## config.mk

```make
export PLATFORM = sky130hd
export DESIGN_NAME = lsm_sequencer
export DESIGN_NICKNAME = d
export VERILOG_FILES = /design/src/rtl/lsm_pkg.sv /design/src/rtl/lsm_ctrl.sv /design/src/rtl/lsm_datapath.sv /design/src/rtl/lsm_sequencer.sv
export SDC_FILE = /design/constraint.sdc
export NUM_CORES = 1
export LEC_CHECK = 0
export BUFFER_PORTS_ARGS = -buffer_cell sky130_fd_sc_hd__buf_4
export CELL_PAD_IN_SITES_DETAIL_PLACEMENT = 0
export CELL_PAD_IN_SITES_GLOBAL_PLACEMENT = 1
export CORE_AREA = 4 4 133 135
export DETAILED_ROUTE_END_ITERATION = 6
export DIE_AREA = 0 0 137 139
export PLACE_DENSITY_LB_ADDON = 0.2
export SLEW_MARGIN = 20
export SYNTH_ARGS = -nofsm -noshare
export SYNTH_HDL_FRONTEND = slang
export SYNTH_HIERARCHICAL = 1
export SYNTH_SLANG_ARGS = --single-unit
```

## constraint.sdc

```tcl
create_clock -name clk -period 4 [get_ports clk]
set_clock_uncertainty 0.05 [all_clocks]
set_input_delay 0.8 -clock clk [delete_from_list [all_inputs] [get_ports clk]]
set_output_delay 0.8 -clock clk [all_outputs]
set_load 0.005 [all_outputs]
```

## src/rtl/lsm_pkg.sv

```systemverilog
`timescale 1ns/1ps
package lsm_pkg;

  typedef enum logic [1:0] {
    ST_IDLE = 2'd0,
    ST_XFER = 2'd1,
    ST_DONE = 2'd2
  } lsmStateT;

  // Strobes from control to datapath
  typedef struct packed {
    logic capture;  // latch a new command
    logic active;   // a beat is being offered to memory
    logic step;     // the offered beat is accepted
  } lsmStrobeT;

endpackage

```

## src/rtl/lsm_ctrl.sv

```systemverilog
`timescale 1ns/1ps
module lsm_ctrl
  import lsm_pkg::*;
(
  input  logic      clk,
  input  logic      rstN,
  input  logic      start,
  input  logic      cmdEmpty,
  input  logic      lastSlot,
  input  logic      memReady,
  output lsmStrobeT strobes,
  output logic      memReq,
  output logic      busy,
  output logic      done
);

  lsmStateT stateQ, stateD;

  always_comb begin
    stateD  = stateQ;
    strobes = '0;
    unique case (stateQ)
      ST_IDLE: begin
        if (start) begin
          strobes.capture = 1'b1;
          stateD = cmdEmpty ? ST_DONE : ST_XFER;
        end
      end
      ST_XFER: begin
        strobes.active = 1'b1;
        if (memReady) begin
          strobes.step = 1'b1;
          if (lastSlot) stateD = ST_DONE;
        end
      end
      ST_DONE: stateD = ST_IDLE;
      default: stateD = ST_IDLE;
    endcase
  end

  always_ff @(posedge clk) begin
    if (!rstN) stateQ <= ST_IDLE;
    else       stateQ <= stateD;
  end

  assign memReq = (stateQ == ST_XFER);
  assign busy   = (stateQ != ST_IDLE);
  assign done   = (stateQ == ST_DONE);

endmodule

```

## src/rtl/lsm_datapath.sv

```systemverilog
`timescale 1ns/1ps
module lsm_datapath
  import lsm_pkg::*;
#(
  parameter int ADDR_W     = 32,
  parameter int XLEN       = 64,
  parameter int BASE_FIRST = 16,
  parameter int BASE_RUN   = 8,
  parameter int EXTRA_REG  = 30,
  parameter int LINK_REG   = 31
) (
  input  logic              clk,
  input  logic              rstN,
  input  lsmStrobeT         strobes,
  input  logic [ADDR_W-1:0] baseAddr,
  input  logic [4:0]        regList,
  input  logic              isLoad,
  input  logic              isDouble,
  output logic              cmdEmpty,
  output logic              lastSlot,
  output logic              memWrite,
  output logic              memSize,
  output logic [ADDR_W-1:0] memAddr,
  output logic [XLEN-1:0]   memWdata,
  input  logic [XLEN-1:0]   memRdata,
  output logic [4:0]        rfReadIdx,
  input  logic [XLEN-1:0]   rfReadData,
  output logic              rfWriteEn,
  output logic [4:0]        rfWriteIdx,
  output logic [XLEN-1:0]   rfWriteData
);

  localparam int COUNT_W     = 4;
  localparam int REG_W       = 5;
  localparam int TABLE_LEN   = BASE_RUN + 1;
  localparam int SLOT_W      = $clog2(TABLE_LEN + 2);
  localparam int WORD_W      = 32;
  localparam int WORD_BYTES  = WORD_W / 8;
  localparam int DWORD_BYTES = XLEN / 8;

  // Register table: a contiguous run followed by one extra entry
  logic [REG_W-1:0] regTable [TABLE_LEN];
  for (genvar g = 0; g < TABLE_LEN; g++) begin : gTable
    localparam int ENTRY = (g < BASE_RUN) ? (BASE_FIRST + g) : EXTRA_REG;
    assign regTable[g] = REG_W'(ENTRY);
  end

  function automatic logic [SLOT_W-1:0] baseCount(input logic [4:0] lst);
    int n;
    n = int'(lst[COUNT_W-1:0]);
    if (n >= 1 && n <= TABLE_LEN) return SLOT_W'(n);
    return '0;
  endfunction

  logic [ADDR_W-1:0] addrQ;
  logic [SLOT_W-1:0] slotQ, baseQ, totalQ;
  logic              loadQ, doubleQ;
  logic [SLOT_W-1:0] newBase;
  logic [REG_W-1:0]  curReg;
  logic [ADDR_W-1:0] stride;
  logic [XLEN-1:0]   loadExt, storeExt;

  assign newBase  = baseCount(regList);
  assign cmdEmpty = (newBase == '0) && !regList[COUNT_W];

  always_ff @(posedge clk) begin
    if (!rstN) begin
      addrQ   <= '0;
      slotQ   <= '0;
      baseQ   <= '0;
      totalQ  <= '0;
      loadQ   <= 1'b0;
      doubleQ <= 1'b0;
    end else if (strobes.capture) begin
      addrQ   <= baseAddr;
      slotQ   <= '0;
      baseQ   <= newBase;
      totalQ  <= newBase + SLOT_W'(regList[COUNT_W]);
      loadQ   <= isLoad;
      doubleQ <= isDouble;
    end else if (strobes.step) begin
      addrQ   <= addrQ + stride;
      slotQ   <= slotQ + 1'b1;
    end
  end

  assign stride = doubleQ ? ADDR_W'(DWORD_BYTES) : ADDR_W'(WORD_BYTES);

  // Current register: table entry while within the base run, else link
  always_comb begin
    curReg = REG_W'(LINK_REG);
    if (slotQ < baseQ) begin
      for (int i = 0; i < TABLE_LEN; i++) begin
        if (SLOT_W'(i) == slotQ) curReg = regTable[i];
      end
    end
  end

  assign lastSlot = (SLOT_W'(slotQ + 1'b1) == totalQ);

  if (XLEN > WORD_W) begin : gWide
    assign loadExt  = doubleQ ? memRdata
                    : {{(XLEN-WORD_W){memRdata[WORD_W-1]}}, memRdata[WORD_W-1:0]};
    assign storeExt = doubleQ ? rfReadData
                    : {{(XLEN-WORD_W){1'b0}}, rfReadData[WORD_W-1:0]};
  end else begin : gNarrow
    assign loadExt  = memRdata;
    assign storeExt = rfReadData;
  end

  assign memAddr     = addrQ;
  assign memSize     = doubleQ;
  assign memWrite    = strobes.active & ~loadQ;
  assign memWdata    = (strobes.active & ~loadQ) ? storeExt : '0;
  assign rfReadIdx   = curReg;
  assign rfWriteIdx  = curReg;
  assign rfWriteData = loadExt;
  assign rfWriteEn   = strobes.step & loadQ;

endmodule

```

## src/rtl/lsm_sequencer.sv

```systemverilog
`timescale 1ns/1ps
module lsm_sequencer
  import lsm_pkg::*;
#(
  parameter int ADDR_W = 32,
  parameter int XLEN   = 64
) (
  input  logic              clk,
  input  logic              rstN,
  input  logic              start,
  input  logic [ADDR_W-1:0] baseAddr,
  input  logic [4:0]        regList,
  input  logic              isLoad,
  input  logic              isDouble,
  output logic              memReq,
  output logic              memWrite,
  output logic              memSize,
  output logic [ADDR_W-1:0] memAddr,
  output logic [XLEN-1:0]   memWdata,
  input  logic              memReady,
  input  logic [XLEN-1:0]   memRdata,
  output logic [4:0]        rfReadIdx,
  input  logic [XLEN-1:0]   rfReadData,
  output logic              rfWriteEn,
  output logic [4:0]        rfWriteIdx,
  output logic [XLEN-1:0]   rfWriteData,
  output logic              busy,
  output logic              done
);

  lsmStrobeT strobes;
  logic      cmdEmpty;
  logic      lastSlot;

  lsm_ctrl i_ctrl (
    .clk      (clk),
    .rstN     (rstN),
    .start    (start),
    .cmdEmpty (cmdEmpty),
    .lastSlot (lastSlot),
    .memReady (memReady),
    .strobes  (strobes),
    .memReq   (memReq),
    .busy     (busy),
    .done     (done)
  );

  lsm_datapath #(
    .ADDR_W (ADDR_W),
    .XLEN   (XLEN)
  ) i_datapath (
    .clk         (clk),
    .rstN        (rstN),
    .strobes     (strobes),
    .baseAddr    (baseAddr),
    .regList     (regList),
    .isLoad      (isLoad),
    .isDouble    (isDouble),
    .cmdEmpty    (cmdEmpty),
    .lastSlot    (lastSlot),
    .memWrite    (memWrite),
    .memSize     (memSize),
    .memAddr     (memAddr),
    .memWdata    (memWdata),
    .memRdata    (memRdata),
    .rfReadIdx   (rfReadIdx),
    .rfReadData  (rfReadData),
    .rfWriteEn   (rfWriteEn),
    .rfWriteIdx  (rfWriteIdx),
    .rfWriteData (rfWriteData)
  );

endmodule

```

## After elaboration in Yosys (flattened, before gate mapping)

Index checks and enable logic that the tools add are counted.

| cells by class | value |
|---|---|
| magnitude comparators | 3 |
| reductions and logical operators | 10 |
| shift operators | 0 |
| bitwise operators | 4 |
| add/sub/neg operators | 3 |
| eq/ne operators | 14 |
| multiplexer cells | 28 |
| $mul | 0 |
| divide/modulo/power cells | 0 |

Operators by type and width:

| kind | number |
|---|---|
| $mux W64 | 3 |
| $mux W32 | 2 |
| $mux W4 | 12 |
| $add A32 B4 Y32 | 1 |
| $eq A3 B4 Y1 const A | 4 |
| $mux W2 | 5 |
| $eq A2 B4 Y1 const A | 2 |
| $logic_not A4 Y1 | 2 |
| $mux W5 | 1 |
| $add A4 B1 Y4 | 1 |
| $add A4 B1 Y4 const B | 1 |
| $eq A1 B4 Y1 const A | 1 |
| $eq A4 B4 Y1 | 1 |
| $eq A4 B4 Y1 const A | 1 |
| $ge A4 B1 Y1 const B | 1 |
| $le A4 B4 Y1 const B | 1 |
| $lt A4 B4 Y1 | 1 |
| $mux W1 | 4 |
| $ne A2 B1 Y1 const B | 2 |
| $pmux W2 S2 | 1 |
| $reduce_bool A2 Y1 | 2 |
| $reduce_and A3 Y1 | 1 |
| $and A1 B1 Y1 | 2 |
| $eq A2 B1 Y1 const B | 1 |
| other kinds (7) | 9 |

| storage, ports and cells | value |
|---|---|
| bits in read-only memories | 0 |
| bits in registers | 48 |
| word-level logic and storage cells | 69 |
| input port bits | 171 |
| memories kept | 0 |
| latch bits | 0 |
| output and inout port bits | 176 |
| bits in writable memories | 0 |

## Depth between registers and ports, before layout

| depth | value |
|---|---|
| word-level depth | 11 |
| depth in mapped cells | 11 |

## Hierarchy

The synthesis kept the hierarchy.

Modules (own cells, without submodules):

| module | area each (um2) | times used | cells an instance |
|---|---|---|---|
| lsm_datapath | 3614.7 | 1 | 493 |
| lsm_ctrl | 143.9 | 1 | 13 |

## Least setup slack after synthesis

No wires, ideal clock.

| timing | value |
|---|---|
| path kind | register to output |
| start | register i_datapath.slotQ[0] |
| end | output port rfWriteIdx[2] |
| arrival | 1475 ps |
| cell stages (with the launch flop) | 8 |
| slack | 1675 ps |
| path through | dfxtp_1 clkbuf_1 inv_1 ha_1 nor4_1 nor3_1 nand2_1 buf_4 |

| between the ends | value |
|---|---|
| longest elaborated chain between the ends | 11 |
| elaborated cells on any way between the ends | 20 |
| classes of those cells | order compare: 1; eq/ne: 8; mux: 10; reduce/logical: 1 |

Ends and longest elaborated chain:

| element | RTL line | RTL |
|---|---|---|
| start, declared | lsm_datapath.sv:56 | `logic [SLOT_W-1:0] slotQ, baseQ, totalQ;` |
| start signal, assigned | lsm_datapath.sv:83 | `slotQ <= slotQ + 1'b1;` |
| $logic_not A4 Y1 | lsm_datapath.sv:94 | `if (SLOT_W'(i) == slotQ) curReg = regTable[i];` |
| $mux W4 (9 in series) | lsm_datapath.sv:94 |  |
| $mux W5 * | lsm_datapath.sv:92 | `if (slotQ < baseQ) begin` |
| end, declared | lsm_sequencer.sv:25 | `output logic [4:0] rfWriteIdx,` |

Mark *: on every way between the ends. The rest lies on a longest branch, timed or not.

## Worst setup path after layout

| timing | value |
|---|---|
| start | register i_datapath.slotQ[1] |
| end | output port rfReadIdx[0] |

| between the ends | value |
|---|---|
| longest elaborated chain between the ends | 11 |
| elaborated cells on any way between the ends | 20 |
| classes of those cells | order compare: 1; eq/ne: 8; mux: 10; reduce/logical: 1 |

Ends and longest elaborated chain:

| element | RTL line | RTL |
|---|---|---|
| $logic_not A4 Y1 | lsm_datapath.sv:94 |  |
| $mux W4 (9 in series) | lsm_datapath.sv:94 |  |
| $mux W5 * | lsm_datapath.sv:92 |  |
| end, declared | lsm_sequencer.sv:22 | `output logic [4:0] rfReadIdx,` |

Marked as above.

==> summary.md <==
| Metric | Value |
|---|---|
| Final worst setup slack | `1.265 ns` |
| Antenna viol nets, final | `0` |
| Critical Path Max Stage Delay | `0.45 ns` |
| Pin slew with the least headroom to its limit | `0.5575 ns` |
| Top cell type by total area after synthesis | `sky130_fd_sc_hd__dfxtp_1` |
| Count of max-cap constraint violations | `0` |
| Hold Vio Cnt, Final | `0` |
| Detailed placer's ending HPWL | `13150 um` |
| Drt first pass iters | `5` |
| Fillers | `about 1800` |
| Total detailed-routing wirelength | `16120 um` |
| Die area | `0.01904 sq mm` |
| Mean area per synthesized cell | `between 7 and 8 sq um` |
| Finished Cell Area | `between 0.005 and 0.006 sq mm` |
| Count of warnings emitted by yosys | `6` |
| Vias in the first global route | `roughly 4300` |
| Count of antenna diodes in the layout | `0` |
| Initial core utilization | `22.83%` |
| Fraction of layout cells with a size suffix above 1 | `42.66%` |
| Worst slack on hold paths | `0.4435 ns` |
| Cell type of the slowest stage on the worst timing path | `sky130_fd_sc_hd__dfxtp_1` |
| Chip width | `about 140 um` |
| Number of antenna violations at the first check in global routing | `0` |
| Leakage power | `~3 nW` |
| Count of boundary I/O pins | `347` |
| Ordered cell list for the critical path | `ha_1 > a21o_1 > a21o_1 > a21oi_1 > nand2_1 > buf_4` |
| Total power of the final layout | `1.654 mW` |
| Area growth from synthesis to layout | `58.99%` |
| Post-synthesis sequential element count | `48` |
| Count of hold buffers inserted by post-cts repair | `0` |
| Die boundary height | `139 um` |
| Post-synthesis sequential area ratio | `between 20% and 30%` |
| Final-report max-slew violation count | `0` |
| Peak ir drop on the vdd network | `0.2155 mV` |
| Startpoint-to-endpoint class of the critical path | `reg2out` |
| Post-Route Utilization | `~36%` |
| CTS clock-pin slew for the worst setup and hold paths | `0.06 ns` |
| TritonCTS sink count | `48` |
| Global-route wire length before repair | `24090 um` |
| Maximum level of the CTS H-tree | `2` |
| Latest clock arrival within the worst-skew pair | `between 0.2 and 0.3 ns` |
| Detailed-route via count | `4171` |
| Final #Nets | `911` |
| Power per Cell Area | `276.7 mW/mm^2` |
| Crit path top cell by count | `sky130_fd_sc_hd__a21o_1` |
| Largest cells by area after synthesis | `sky130_fd_sc_hd__dfxtp_1 (26%), sky130_fd_sc_hd__nand2_1 (9.2%), sky130_fd_sc_hd__buf_4 (8.2%)` |
| Dpl ws | `1.234 ns` |
| Startpoint of the most critical setup path | `i_datapath/slotQ[1]` |
| GRT Total Usage | `16.06%` |
| Main flop type after synthesis | `sky130_fd_sc_hd__dfxtp_1` |
| DRC violation count after routing | `0` |
| Share of the cycle needed by the critical path after routing | `68.37%` |
| Non-filler instance count after layout | `between 900 and 1000` |
| Pin count of the biggest net entering global routing | `68` |
| CP Data Required Time | `3.15 ns` |
| Distinct cells, synth | `between 50 and 60` |
| Status | `finished, final reports clean` |
| Area after detailed placement | `0.005773 sq mm` |
| Combined buffer and inverter count along the critical path | `1` |
| Time the worst path needs with I/O delays and setup | `about 2.7 ns` |
| Setup repair after global routing missed its margin | `false` |
| Buffers on Ports | `282` |
| Routed length on met1 | `5831 um` |
| Highest metal layer with signal wires | `met4` |
| CTS root buf | `sky130_fd_sc_hd__clkbuf_16` |
| Achievable clock frequency | `365.7 MHz` |
| Instance count of the mapped netlist | `506` |
| Largest delay contributor family on the critical path | `compound AO/OA/AOI/OAI gates` |
| Startpoint types | `register` |
| Wirelength per Cell | `between 15 and 20 um` |
| Arrival time at the worst endpoint | `between 1.5 and 2 ns` |
| Remaining global-route overflow | `0` |
| Slew Limit Headroom | `62.49%` |
| Proportion of synthesized flip-flops having asynchronous set or reset | `0%` |
| Hold Path Origin | `i_datapath/baseQ[0]` |
| Iter 0 DRT Violations | `86` |
| Most common cell in the synthesized netlist | `sky130_fd_sc_hd__nand2_1` |
| Maximum fanout count along the critical path | `7` |
| Number of buffers between clock root and the deepest sink | `2` |
| Final weighted congestion in routability-driven placement | `0.8129` |
| Std-Cell Rows | `47` |
| Routed wire length on met2 | `8423 um` |
| Worst Hold Class | `reg2reg` |
| Launch instance of the worst register-to-register path | `i_datapath/memSize` |
| Via density per instance | `~4.4` |
| Crit. End Element | `primary output` |
| Metal3 WL | `approximately 1400 um` |
| Number of flops mapped to enable cells by yosys | `0` |
| Placed Cells incl. Taps | `940` |
| Number of buffers inserted by post-CTS setup repair | `0` |
| Clock buffer count from CTS | `5` |
| Core footprint | `0.01647 sq mm` |
| Most instantiated cells after synthesis | `sky130_fd_sc_hd__nand2_1 (92), sky130_fd_sc_hd__dfxtp_1 (48), sky130_fd_sc_hd__buf_4 (41)` |
| Post-Syn Area | `0.003759 sq mm` |
| Post-cts resize count | `0` |
| Yosys top cell area share | `25.57%` |
| CTS tree | `built` |
| Final sum of negative setup slack | `0 ns` |
| Final setup violation count | `0` |
==> layout make-up <==
cell class	instances	area, sq um	area share [%]
Multi-Input combinational cell	376	2347	39.28
Clock buffer	7	152.6	2.554
Clock inverter	1	30.03	0.5025
Timing Repair Buffer	288	2175	36.39
Tap cell	220	275.3	4.606
Sequential cell	48	962.2	16.10
Inverter	9	33.78	0.5653
==> flip-flops by register name, indices dropped and copies added (netlist names) <==
name and cells:
i_datapath/memAddr 32, i_datapath/baseQ 4, i_datapath/slotQ 4, i_datapath/totalQ 4, i_ctrl/stateQ 2, i_datapath/loadQ 1
i_datapath/memSize 1
==> cells by family (layout without fill, tap and decap cells) <==
kind of cell	after synthesis	in the layout	share of synthesized area, %
buf+inv	83	305	12.45
other cells	1	2	0.09977
mux	11	11	2.930
simple gates	247	247	35.65
compound gates	66	66	10.25
xor+xnor	38	38	8.855
flops	48	48	25.57
fa+ha+maj	12	12	4.194
==> layout by cell type, fill, tap and decap left out, drive strengths merged, types with 2 or more instances in the layout <==
cell type	instances
and2	41
o211a	4
and4	5
inv	9
nor2b	16
nor4	4
a21o	2
o21ai	29
nand2b	4
xor2	23
mux2i	11
a22o	2
clkbuf	7
nand3	16
dfxtp	48
conb	2
nor3	2
buf	288
a21oi	24
nor3b	2
nand4	8
nor2	13
xnor2	15
nand2	92
and3	36
ha	11
a21boi	2
==> where the power goes <==
part | switching [mW] | internal [mW] | total, mW
registers | 0.0537 | 0.522 | 0.575
clock network | 0.181 | 0.329 | 0.510
logic | 0.245 | 0.323 | 0.568
total | 0.480 | 1.17 | 1.65
==> layer usage <==
| layer | up-vias | track usage (%) |
|---|---|---|
| li1 | 2084 | - |
| met1 | 1900 | 17.21 |
| met2 | 151 | 29.02 |
| met3 | 36 | 5.370 |
| met4 | 0 | 5.672 |
| met5 | - | 0 |
==> worst reg2reg max path, cell delays in order, from the launching register on <==
cell	delay (ns)
sky130_fd_sc_hd__dfxtp_2	0.33
sky130_fd_sc_hd__buf_4	0.47
sky130_fd_sc_hd__ha_1	0.33
sky130_fd_sc_hd__a21oi_1	0.29
sky130_fd_sc_hd__and4bb_2	0.37
sky130_fd_sc_hd__nand4_1	0.15
sky130_fd_sc_hd__xor2_1	0.15
sky130_fd_sc_hd__a21oi_1	0.08
==> path summary, 6_finish.rpt <==
path	end	slack [ns]	cells past startpoint
min reg2reg	i_datapath/baseQ[0]	0.44	2
max reg2reg	i_datapath/memAddr[23]	1.65	7
min	i_datapath/baseQ[0]	0.44	2
max	rfReadIdx[0]	1.27	6
(Power assumes the default switching activity.)
